$ cat config.mk
export PLATFORM = sky130hd
export DESIGN_NAME = scanline_irq_gen
export DESIGN_NICKNAME = d
export VERILOG_FILES = /design/src/rtl/slirq_pkg.sv /design/src/rtl/sl_frame_track.sv /design/src/rtl/sl_line_count.sv /design/src/rtl/sl_irq_ctrl.sv /design/src/rtl/scanline_irq_gen.sv
export SDC_FILE = /design/constraint.sdc
export NUM_CORES = 1
export LEC_CHECK = 0
export ABC_AREA = 0
export BUFFER_PORTS_ARGS = -buffer_cell sky130_fd_sc_hd__buf_4
export CAP_MARGIN = 40
export CORE_MARGIN = 2
export CORE_UTILIZATION = 30
export CTS_CLUSTER_SIZE = 20
export DETAILED_ROUTE_END_ITERATION = 8
export PLACE_DENSITY = 0.62
export SYNTH_ARGS = -nofsm -noshare
export SYNTH_HDL_FRONTEND = slang
export SYNTH_HIERARCHICAL = 1
export SYNTH_SLANG_ARGS = --single-unit
$ cat constraint.sdc
create_clock -name clk -period 2.1 [get_ports clk]
set_clock_uncertainty 0.15 [all_clocks]
set_input_delay 0 -clock clk [delete_from_list [all_inputs] [get_ports clk]]
set_output_delay 0 -clock clk [all_outputs]
set_load 0.05 [all_outputs]
$ cat src/rtl/slirq_pkg.sv
package slirq_pkg;
  typedef enum logic {
    SEL_TARGET = 1'b0,
    SEL_CTRL   = 1'b1
  } cfg_sel_e;

  localparam int STAT_PEND_BIT  = 7;
  localparam int STAT_FRAME_BIT = 6;
endpackage

$ cat src/rtl/sl_frame_track.sv
module sl_frame_track #(
  parameter int LINE_W    = 9,
  parameter int LAST_LINE = 238
) (
  input  logic                     clk,
  input  logic                     rst_n,
  input  logic                     render_en,
  input  logic                     line_strobe,
  input  logic signed [LINE_W-1:0] line_num,
  output logic                     in_frame,
  output logic                     line_chg,
  output logic                     line_outside,
  output logic                     frame_start,
  output logic                     line_tick
);
  logic signed [LINE_W-1:0] prev_line;

  function automatic logic outside_visible(input logic signed [LINE_W-1:0] ln);
    return (ln < 0) || (ln > LAST_LINE);
  endfunction

  assign line_chg     = render_en && line_strobe && (line_num != prev_line);
  assign line_outside = outside_visible(line_num);
  assign frame_start  = line_chg && !line_outside && !in_frame;
  assign line_tick    = line_chg && !line_outside && in_frame;

  always_ff @(posedge clk or negedge rst_n) begin
    if (!rst_n) begin
      prev_line <= '1;
      in_frame  <= 1'b0;
    end else if (!render_en) begin
      in_frame  <= 1'b0;
    end else if (line_chg) begin
      prev_line <= line_num;
      in_frame  <= !line_outside;
    end
  end
endmodule

$ cat src/rtl/sl_line_count.sv
module sl_line_count #(
  parameter int CNT_W  = 8,
  parameter int DATA_W = 8
) (
  input  logic              clk,
  input  logic              rst_n,
  input  logic              frame_start,
  input  logic              line_tick,
  input  logic              tgt_wr,
  input  logic [DATA_W-1:0] wr_data,
  output logic [CNT_W-1:0]  count,
  output logic [CNT_W-1:0]  target,
  output logic              hit
);
  function automatic logic [CNT_W-1:0] bump(input logic [CNT_W-1:0] c);
    return c + 1'b1;
  endfunction

  assign hit = line_tick && (bump(count) == target);

  always_ff @(posedge clk or negedge rst_n) begin
    if (!rst_n) begin
      count  <= '0;
      target <= '0;
    end else begin
      if (frame_start)    count <= '0;
      else if (line_tick) count <= bump(count);
      if (tgt_wr)         target <= wr_data[CNT_W-1:0];
    end
  end
endmodule

$ cat src/rtl/sl_irq_ctrl.sv
module sl_irq_ctrl #(
  parameter int DATA_W = 8
) (
  input  logic              clk,
  input  logic              rst_n,
  input  logic              frame_start,
  input  logic              hit,
  input  logic              stat_rd,
  input  logic              ctrl_wr,
  input  logic [DATA_W-1:0] wr_data,
  output logic              pending,
  output logic              enable,
  output logic              irq
);
  assign irq = pending && enable;

  always_ff @(posedge clk or negedge rst_n) begin
    if (!rst_n) begin
      pending <= 1'b0;
      enable  <= 1'b0;
    end else begin
      if (frame_start)  pending <= 1'b0;
      else if (hit)     pending <= 1'b1;
      else if (stat_rd) pending <= 1'b0;
      if (ctrl_wr)      enable  <= wr_data[DATA_W-1];
    end
  end
endmodule

$ cat src/rtl/scanline_irq_gen.sv
module scanline_irq_gen #(
  parameter int CNT_W     = 8,
  parameter int DATA_W    = 8,
  parameter int LINE_W    = 9,
  parameter int LAST_LINE = 238
) (
  input  logic                     clk,
  input  logic                     rst_n,
  input  logic                     render_en,
  input  logic                     line_strobe,
  input  logic signed [LINE_W-1:0] line_num,
  input  logic                     cfg_wr_en,
  input  logic                     cfg_wr_sel,
  input  logic [DATA_W-1:0]        cfg_wr_data,
  input  logic                     stat_rd,
  output logic                     irq,
  output logic [DATA_W-1:0]        stat_byte
);
  import slirq_pkg::*;

  logic             in_frame, line_chg, line_outside, frame_start, line_tick;
  logic [CNT_W-1:0] count, target;
  logic             hit, pending, enable;
  logic             tgt_wr, ctrl_wr;

  assign tgt_wr  = cfg_wr_en && (cfg_sel_e'(cfg_wr_sel) == SEL_TARGET);
  assign ctrl_wr = cfg_wr_en && (cfg_sel_e'(cfg_wr_sel) == SEL_CTRL);

  sl_frame_track #(.LINE_W(LINE_W), .LAST_LINE(LAST_LINE)) u_track (
    .clk(clk), .rst_n(rst_n), .render_en(render_en), .line_strobe(line_strobe),
    .line_num(line_num), .in_frame(in_frame), .line_chg(line_chg),
    .line_outside(line_outside), .frame_start(frame_start), .line_tick(line_tick)
  );

  sl_line_count #(.CNT_W(CNT_W), .DATA_W(DATA_W)) u_count (
    .clk(clk), .rst_n(rst_n), .frame_start(frame_start), .line_tick(line_tick),
    .tgt_wr(tgt_wr), .wr_data(cfg_wr_data), .count(count), .target(target), .hit(hit)
  );

  sl_irq_ctrl #(.DATA_W(DATA_W)) u_irq (
    .clk(clk), .rst_n(rst_n), .frame_start(frame_start), .hit(hit),
    .stat_rd(stat_rd), .ctrl_wr(ctrl_wr), .wr_data(cfg_wr_data),
    .pending(pending), .enable(enable), .irq(irq)
  );

  always_comb begin
    stat_byte                 = '0;
    stat_byte[STAT_PEND_BIT]  = pending;
    stat_byte[STAT_FRAME_BIT] = in_frame;
  end
endmodule

==> results.sh, run 1 <==
export IMPL_dp_cells=241
export IMPL_postPlaceCellArea_sq_um=1870
export IMPL_cts_buffer_depth=2
export IMPL_ant_nets=0
export IMPL_total_power_mw=1.41
export IMPL_drive_gt1_share_pct=37.0
export IMPL_status="complete, but fails checks"
export IMPL_die_w_microns=77.4
export IMPL_synth_area_per_cell_sq_um=10.9
export IMPL_drv_slew=0
export IMPL_irDropWorstVdd_mv=0.300
export IMPL_drc=0
export IMPL_first_iter_violations=93
export IMPL_final_hold_viol_count=0
export IMPL_syn_area_sq_um=1620
export IMPL_rr_worst_depth=8
export IMPL_path_class="reg2reg"
export IMPL_grt_pass1_wl_microns=5660
export IMPL_grt_overflow=0
export IMPL_ios=33
export IMPL_vias=1276
export IMPL_critPathCaptureType="flip-flop"
export IMPL_areaGrowthSynthToFinish_pct=36.7
export IMPL_viasPerCell=4.73
export IMPL_stdcell_count=270
export IMPL_cp_slowest_cell="dfstp_2"
export IMPL_final_common_cell="buf_4"
export IMPL_diodes=0
export IMPL_cp_top_family="simple AND/OR/NAND/NOR gates"
export IMPL_grt_start_max_net_pins=29
export IMPL_critPathArrivalTime_ns=2.13
export IMPL_start_kind="flip-flop"
export IMPL_cts_buffers_inserted=3
export IMPL_clock_fmax_mhz=474
export IMPL_required_ns=2.12
export IMPL_post_route_period_util_pct=100
export IMPL_path_max_fanout=5
export IMPL_critPathMaxStageDelay_ns=0.58
export IMPL_setup_tns_ns=-0.00795
export IMPL_layout_nets=226
export IMPL_min_period_ns=2.11
export IMPL_final_cell_area_sq_um=2210
export IMPL_grt_use_total_pct=11.6
export IMPL_synth_cells=148
export IMPL_wire_per_inst_microns=13.0
export IMPL_dr_pass1_iters=4
export IMPL_rows=26
export IMPL_grt_pass1_vias=1226
export IMPL_insertion_delay_ns=0.28
export IMPL_layout_setup_ws_ns=-0.00795
export IMPL_p_leak_nw=0.931
export IMPL_clkTransAtPathRegs_ns=0.10
export IMPL_hold_path_class="in2async"
export IMPL_core_area_sq_um=5140
export IMPL_cap_viol_max_count=0
export IMPL_htreeDepth=1
export IMPL_rsz0062_at_grt="yes"
export IMPL_worstPathCellList="xnor2_2, nand4_1, o311ai_2, nor2_2, and3_4, nand2_1, xor2_1, nor2_1"
export IMPL_antenna_found_initial=0
export IMPL_yosysWarningCount=6
export IMPL_dpl_hpwl_microns=2320
export IMPL_clockRootBuffer="clkbuf_8"
export IMPL_cts_tree="built"
export IMPL_die_y_microns=77.4
export IMPL_violations="setup timing"
export IMPL_cts_sinks=28
export IMPL_setup_viol=1
export IMPL_die_area_sq_um=5990
export IMPL_powerDensity_nw_per_um2=640
export IMPL_initial_core_util_pct=31.4
export IMPL_port_buffers=26
export IMPL_gp_congestion=0.784
export IMPL_cp_depth=8
export IMPL_routed_wirelength_microns=3510
export IMPL_path_buf_inv=0
export IMPL_layout_common_cells="buf_4, dlygate4sd3_1, dfrtp_1, mux2_2, xnor2_1"
==> layer usage <==
metal	vias to the layer above	track usage (%)	routed length, microns
li1	611	-	-
met1	611	16.5	1630
met2	44	17.3	1630
met3	10	1.98	145
met4	0	5.36	102
met5	-	0	0
==> timing repair <==
item | CTS | global route
setup endpoints to repair | 2 | 6
hold buffers | 24 | 0
buffers inserted | 0 | 2
gates cloned | 0 | 0
endpoints found under the hold margin | 48 | 0
resized for setup | 1 | 4
pin swaps | 0 | 6
==> sequential cells by signal (all words and copies together) (netlist names) <==
signal / count
u_track/in_frame: 1
u_irq/enable: 1
u_count/target: 8
u_irq/pending: 1
u_count/count: 8
u_track/prev_line: 9
==> final cells by class <==
class / count / area (sq um)
inverters: 2 / 7.51
well taps: 70 / 87.6
flip-flops and latches: 28 / 712
clock buffers: 4 / 66.3
fillers: 495 / 2930
multi-input cells: 111 / 865
repair buffers: 55 / 470
==> power by group <==
| part | internal [mW] | switching [mW] | total, mW |
|---|---|---|---|
| logic | 0.198 | 0.167 | 0.365 |
| clock network | 0.208 | 0.172 | 0.379 |
| registers | 0.621 | 0.0492 | 0.670 |
| total | 1.03 | 0.388 | 1.41 |
==> worst register-to-register path, stage by stage, from the launching register on <==
cell and delay (ns):
dfstp_2 0.58, xnor2_2 0.12, nand4_1 0.16, o311ai_2 0.38, nor2_2 0.11, and3_4 0.20
nand2_1 0.07, xor2_1 0.17, nor2_1 0.06
==> final timing paths <==
| check | end | startpoint | slack, ns |
|---|---|---|---|
| min in group clk | u_track/in_frame | line_num[3] | 0.12 |
| setup reg to reg | u_count/count[3] | u_track/prev_line[4] | -0.008 |
| setup / recovery | u_count/count[3] | u_track/prev_line[4] | -0.008 |
| hold / removal | u_track/in_frame | rst_n | 0.02 |
| max in group asynchronous | u_track/prev_line[1] | rst_n | 1.48 |
| hold reg to reg | u_irq/enable | u_irq/enable | 0.36 |
==> through the flow <==
step	setup slack, ns	hold WS, ns	utilization [%]
final	-0.00795	0.0161	43.0
after global routing	-0.103	0.0373	43.0
after CTS	0.0284	0.0285	42.5
after detailed placement	0.0110	-0.207	36.4
after global placement	-0.0541	-0.207	36.2
after floorplan	0.0908	-0.446	-
No activity file was read; power rests on OpenSTA's default activity.
==> run 2: changes to the inputs <==
--- a/config.mk
+++ b/config.mk
@@ -8,11 +8,14 @@
 export ABC_AREA = 0
 export BUFFER_PORTS_ARGS = -buffer_cell sky130_fd_sc_hd__buf_4
 export CAP_MARGIN = 40
+export CELL_PAD_IN_SITES_DETAIL_PLACEMENT = 1
+export CELL_PAD_IN_SITES_GLOBAL_PLACEMENT = 1
 export CORE_MARGIN = 2
-export CORE_UTILIZATION = 30
+export CORE_UTILIZATION = 38
 export CTS_CLUSTER_SIZE = 20
 export DETAILED_ROUTE_END_ITERATION = 8
-export PLACE_DENSITY = 0.62
+export PLACE_DENSITY = 0.86
+export REMOVE_ABC_BUFFERS = 1
 export SYNTH_ARGS = -nofsm -noshare
 export SYNTH_HDL_FRONTEND = slang
 export SYNTH_HIERARCHICAL = 1
==> run 2 against run 1 <==
  * The run still ends with setup timing left
  * Routed wire length increased by 41%
  * Register-to-register slack got worse by 0.08 ns
  * Combinational power is 15% higher
  * Critical path depth is 1 higher
  * Global-route usage grew 8.7 points
  * Power is 0.45% lower
  * Critical endpoint is now u_irq/pending
  * First-iteration DRC count shrank 33%
  * Maximum frequency decreased by 3.5%
  * Core utilization up 12 points
  * Sequential power grew 2%
  * Sequential share of layout area shrank 0.47 points
  * Sequential cell count unchanged
==> results.sh, run 2 (same netlist as run 1, synthesis figures left out) <==
export IMPL_ios=33
export IMPL_core_area_sq_um=4060
export IMPL_routed_wirelength_microns=4960
export IMPL_timing_rr_start="u_track/prev_line[8]"
export IMPL_first_iter_violations=62
export IMPL_crit_start="u_track/prev_line[8]"
export IMPL_switching_share_pct=30.9
export IMPL_stdcell_count=252
export IMPL_layout_nets=228
export IMPL_rsz0062_at_grt="yes"
export IMPL_wire_per_inst_microns=19.7
export IMPL_status="complete, but fails checks"
export IMPL_critPathMaxStageDelay_ns=0.58
export IMPL_p_switching_uw=434
export IMPL_layout_setup_ws_ns=-0.0848
export IMPL_initial_core_util_pct=39.8
export IMPL_violations="setup timing"
export IMPL_clkTransAtPathRegs_ns=0.10
export IMPL_path_class="reg2reg"
export IMPL_cts_tree="built"
export IMPL_reg_largest_list="u_track/prev_line: 9 flops, u_count/count: 8 flops, u_count/target: 8 flops"
export IMPL_reg2reg_to="u_irq/pending"
export IMPL_required_ns=2.10
export IMPL_die_area_sq_um=4790
export IMPL_dpl_hpwl_microns=2830
export IMPL_intPower_uw=973
export IMPL_drive_gt1_share_pct=42.1
export IMPL_setup_viol=4
export IMPL_clock_power_share_pct=21.8
export IMPL_cts_sinks=28
export IMPL_min_period_ns=2.18
export IMPL_ant_nets=0
export IMPL_grt_pass1_vias=1478
export IMPL_areaGrowthSynthToFinish_pct=38.7
export IMPL_critPathArrivalTime_ns=2.18
export IMPL_powerDensity_nw_per_um2=628
export IMPL_path_max_fanout=4
export IMPL_grt_use_total_pct=20.3
export IMPL_start_kind="flip-flop"
export IMPL_drc=0
export IMPL_rr_worst_depth=9
export IMPL_hold_ws_ns=0.0243
export IMPL_port_buffers=26
export IMPL_grt_overflow=0
export IMPL_viasPerCell=5.40
export IMPL_preCtsSetupSlack_ns=-0.150
export IMPL_dr_pass1_iters=4
export IMPL_irDropWorstVdd_mv=0.364
export IMPL_vias=1360
export IMPL_final_util_pct=55.2
export IMPL_htreeDepth=1
export IMPL_rows=23
export IMPL_post_route_period_util_pct=104
export IMPL_hold_path_class="in2async"
export IMPL_dp_cells=222
export IMPL_clock_fmax_mhz=458
export IMPL_layout_common_cells="buf_4, dlygate4sd3_1, dfrtp_1, mux2_2, xnor2_1"
export IMPL_p_leak_nw=0.976
export IMPL_die_w_microns=69.2
export IMPL_clockRootBuffer="clkbuf_8"
export IMPL_cts_buffers_inserted=3
export IMPL_die_y_microns=69.2
export IMPL_grt_start_max_net_pins=29
export IMPL_r2r_setup_slack_ns=-0.08
export IMPL_cap_viol_max_count=0
export IMPL_gp_congestion=0.908
export IMPL_antenna_found_initial=0
export IMPL_final_hold_viol_count=0
export IMPL_critPathCaptureType="flip-flop"
export IMPL_cts_buffer_depth=2
export IMPL_p_seq_share_pct=48.5
export IMPL_final_common_cell="buf_4"
export IMPL_grt_pass1_wl_microns=7650
export IMPL_diodes=0
export IMPL_combPwrFrac_pct=29.7
export IMPL_largest_reg_flops=9
export IMPL_top_register="u_track/prev_line"
export IMPL_cp_slowest_cell="dfstp_2"
export IMPL_worstPathCellList="xnor2_2, nand3_2, o311ai_2, nor2_1, buf_4, o2111ai_2, and4bb_1, inv_1, a21oi_1"
export IMPL_insertion_delay_ns=0.28
export IMPL_drv_slew=0
==> run 2: critical path: cells and delay by family, from the launching register on <==
family                 cells  cell delay, ns
flip-flops                 1            0.58
AO/OA/AOI/OAI              3            0.49
AND/OR/NAND/NOR            3            0.47
buffers and inverters      2            0.24
XOR/XNOR                   1            0.14
==> run 2: cell type report <==
class	count	area, sq um
tap	50	62.6
inverter	2	7.51
multi-input combinational	111	931
timing repair buffer	57	483
sequential	28	712
fill	425	1820
clock buffer	4	45.0
==> run 2: per-layer routing <==
layer | wire length (microns) | GRT usage, % | vias up | share of wire (%)
met5 | 0 | 0 | - | 0
met2 | 2640 | 37.0 | 52 | 53
met1 | 1970 | 23.9 | 680 | 40
li1 | - | - | 616 | -
met3 | 208 | 2.76 | 12 | 4.2
met4 | 137 | 8.06 | 0 | 2.8
==> run 2: worst max path at each step <==
stage / slack [ns] / endpoint / cells past startpoint
floorplan: -0.03 / u_count/count[7] / 8
global placement: -0.07 / u_count/count[7] / 8
detailed placement: -0.15 / u_count/count[7] / 8
CTS: 0.01 / u_irq/pending / 9
global route: -0.15 / u_irq/pending / 9
finish: -0.08 / u_irq/pending / 9
==> run 2: timing repair <==
action	CTS	global route
pin swaps	4	7
setup buffers	1	2
endpoints found under the setup margin	9	9
cloned	0	0
resized for setup	7	10
endpoints found under the hold margin	48	0
hold buffers	23	0
==> run 2: power by group through the flow <==
stage	logic [mW]	clock network, mW	registers, mW
detailed placement	0.325	0	0.682
finish	0.418	0.307	0.683
CTS	0.377	0.313	0.674
global placement	0.307	0	0.674
global route	0.443	0.335	0.692
floorplan	0.201	0	0.681
==> run 2: per-stage QoR <==
stage / total power, mW / TNS (ns) / instance area, sq um
global route: 1.47 / -0.832 / 2240
detailed placement: 1.01 / -0.746 / 1850
finish: 1.41 / -0.120 / 2240
CTS: 1.36 / 0 / 2170
global placement: 0.980 / -0.256 / 1840
floorplan: 0.882 / -0.0284 / 1560
==> run 3: changes to the inputs <==
--- a/config.mk
+++ b/config.mk
@@ -15,8 +15,6 @@
 export CTS_CLUSTER_SIZE = 20
 export DETAILED_ROUTE_END_ITERATION = 8
 export PLACE_DENSITY = 0.86
-export REMOVE_ABC_BUFFERS = 1
 export SYNTH_ARGS = -nofsm -noshare
 export SYNTH_HDL_FRONTEND = slang
-export SYNTH_HIERARCHICAL = 1
 export SYNTH_SLANG_ARGS = --single-unit
==> run 3 against run 2 <==
  * The flow now finishes without violations
  * Synthesized cell count increased by 5.4%
  * Die area increased by 2.3%
  * Routed wire length is 6.0% lower
  * Register-to-register slack improved by 0.17 ns
  * Largest power group unchanged
==> results.sh, run 3 <==
export IMPL_status="finished clean"
export IMPL_start_kind="primary input"
export IMPL_switching_share_pct=33.9
export IMPL_drc=0
export IMPL_path_class="in2reg"
export IMPL_initial_core_util_pct=40.5
export IMPL_synth_commonest_cells="xnor2_1, dfrtp_1, mux2_2"
export IMPL_rsz0062_at_grt="yes"
export IMPL_top_register="u_track.prev_line"
export IMPL_yosys_area_top_type_share_pct=28.7
export IMPL_drive_gt1_share_pct=34.1
export IMPL_critPathCaptureType="flip-flop"
export IMPL_powerDensity_nw_per_um2=770
export IMPL_viasPerCell=5.38
export IMPL_intPower_mw=1.10
export IMPL_clkTransAtPathRegs_ns=0.10
export IMPL_ys_ff_latch=28
export IMPL_grt_overflow=0
export IMPL_hold_path_class="in2async"
export IMPL_post_route_period_util_pct=98.7
export IMPL_p_switching_uw=564
export IMPL_areaGrowthSynthToFinish_pct=30.6
export IMPL_dr_pass1_iters=4
export IMPL_largest_reg_flops=9
export IMPL_layout_common_cells="buf_4, dlygate4sd3_1, xnor2_1, dfrtp_1, mux2_2"
export IMPL_synth_cells=156
export IMPL_cts_buffers_inserted=3
export IMPL_antenna_found_initial=0
export IMPL_cap_viol_max_count=0
export IMPL_total_power_mw=1.66
export IMPL_first_iter_violations=53
export IMPL_synth_top_flop_cell="dfrtp_1"
export IMPL_critPathArrivalTime_ns=2.14
export IMPL_setup_viol=0
export IMPL_reg_largest_list="u_track.prev_line: 9 flops, u_count.count: 8 flops, u_count.target: 8 flops"
export IMPL_slew_headroom_pct=52.5
export IMPL_final_common_cell="buf_4"
export IMPL_layout_nets=234
export IMPL_synth_area_per_cell_sq_um=10.6
export IMPL_synthDistinctLibCells=37
export IMPL_synth_top_family_by_area="simple AND/OR/NAND/NOR gates"
export IMPL_layout_setup_ws_ns=0.0280
export IMPL_p_leak_nw=0.903
export IMPL_clock_power_share_pct=20.6
export IMPL_p_seq_share_pct=44.3
export IMPL_die_w_microns=70.0
export IMPL_gp_congestion=0.841
export IMPL_yosysWarningCount=0
export IMPL_cts_sinks=28
export IMPL_cts_buffer_depth=2
export IMPL_grt_pass1_wl_microns=7850
export IMPL_port_buffers=26
export IMPL_hold_ws_ns=0.0158
export IMPL_synth_edff_count=0
export IMPL_syn_area_sq_um=1650
export IMPL_die_area_sq_um=4900
export IMPL_min_period_ns=2.07
export IMPL_synth_xor_area_share_pct=11.6
export IMPL_clock_fmax_mhz=483
export IMPL_tightest_slew_ns=0.712
export IMPL_htreeDepth=1
export IMPL_ios=33
export IMPL_synthMuxAreaShare_pct=12.3
export IMPL_combPwrFrac_pct=35.1
export IMPL_yosysTopAreaCell="dfrtp_1"
export IMPL_grt_start_max_net_pins=29
export IMPL_grt_pass1_vias=1530
export IMPL_die_y_microns=70.0
export IMPL_cts_tree="built"
export IMPL_synth_most_common_cell="xnor2_1"
export IMPL_rows=23
export IMPL_synthAdderAreaFrac_pct=0.756
export IMPL_required_ns=2.17
export IMPL_clockRootBuffer="clkbuf_8"
export IMPL_diodes=0
export IMPL_irDropWorstVdd_mv=0.510
export IMPL_ant_nets=0
export IMPL_routed_wirelength_microns=4660
export IMPL_synth_compound_area_share_pct=9.08
export IMPL_ctsResizeCount=0
export IMPL_grt_use_total_pct=20.1
export IMPL_dpl_hpwl_microns=2770
export IMPL_path_max_fanout=15
export IMPL_yosysSeqAreaShare_pct=43.0
export IMPL_core_area_sq_um=4090
export IMPL_insertion_delay_ns=0.28
export IMPL_drv_slew=0
export IMPL_final_hold_viol_count=0
export IMPL_wire_per_inst_microns=18.1
export IMPL_vias=1388
export IMPL_preCtsSetupSlack_ns=0.146
export IMPL_yosys_top_cells_area="dfrtp_1, dfstp_2, mux2_2"
export IMPL_synthArstFlopShare_pct=100
export IMPL_synthSimpleGateAreaFrac_pct=14.8
export IMPL_setup_tns_ns=0
## run 3: timing repair
item,CTS,global route
buffers inserted,0,1
endpoints found under the setup margin,0,1
hold buffers,22,0
hold endpoints to repair,48,0
## run 3: through the flow
stage,std cells,instance area [sq um],utilization [%]
5_1_grt,258,2160,52.8
3_3_place_gp,231,1880,45.9
4_1_cts,257,2150,52.7
2_1_floorplan,161,1670,-
6_report,258,2160,52.8
3_5_place_dp,231,1880,45.9
## run 3: kinds of logic (layout without fill, tap and decap cells)
logic type / after synthesis / in the layout
compound gates: 20 / 20
xor+xnor: 22 / 22
fa+ha+maj: 1 / 1
buf+inv: 19 / 66
flops: 28 / 28
mux: 18 / 18
other cells: 1 / 6
simple gates: 47 / 47
## run 3: cell type report
cell class,count,area (sq um)
multi-input combinational,114,825
sequential,28,712
tap,50,62.6
inverter,4,15.0
fill,454,1930
clock buffer,4,55.1
timing repair buffer,58,490
## run 3: power groups by stage
stage / sequential (mW) / clock (mW) / combinational [mW]
floorplan: 0.720 / 0 / 0.409
global placement: 0.733 / 0 / 0.506
detailed placement: 0.739 / 0 / 0.526
CTS: 0.728 / 0.345 / 0.569
global route: 0.749 / 0.374 / 0.633
finish: 0.736 / 0.342 / 0.584
## run 3: worst paths after layout
| kind | startpoint | end | slack [ns] | cells after the start |
|---|---|---|---|---|
| setup / recovery | line_num[2] | u_count.count[7] | 0.03 | 8 |
| hold / removal | rst_n | u_count.count[6] | 0.02 | 2 |
| setup reg to reg | u_count.count[0] | u_irq.pending | 0.09 | 6 |
| hold reg to reg | u_count.target[7] | u_count.target[7] | 0.40 | 1 |
| max in group asynchronous | rst_n | u_track.prev_line[1] | 1.46 | 2 |
| min in group clk | cfg_wr_sel | u_count.target[3] | 0.08 | 3 |
## run 3: worst max-delay path: stages
cell and delay, ns:
dlygate4sd3_1 0.57, buf_4 0.16, a41o_1 0.24, a211oi_2 0.27
o31ai_1 0.12, buf_4 0.20, or4_1 0.44, nand3_1 0.13
## run 3: metal layers
layer / vias to the layer above / share of wire [%] / global-route usage, %
met3: 9 / 2.3 / 2.74
met2: 24 / 56 / 37.5
met1: 715 / 40 / 23.9
met5: - / 0 / 0
met4: 0 / 1.8 / 5.77
li1: 640 / - / -
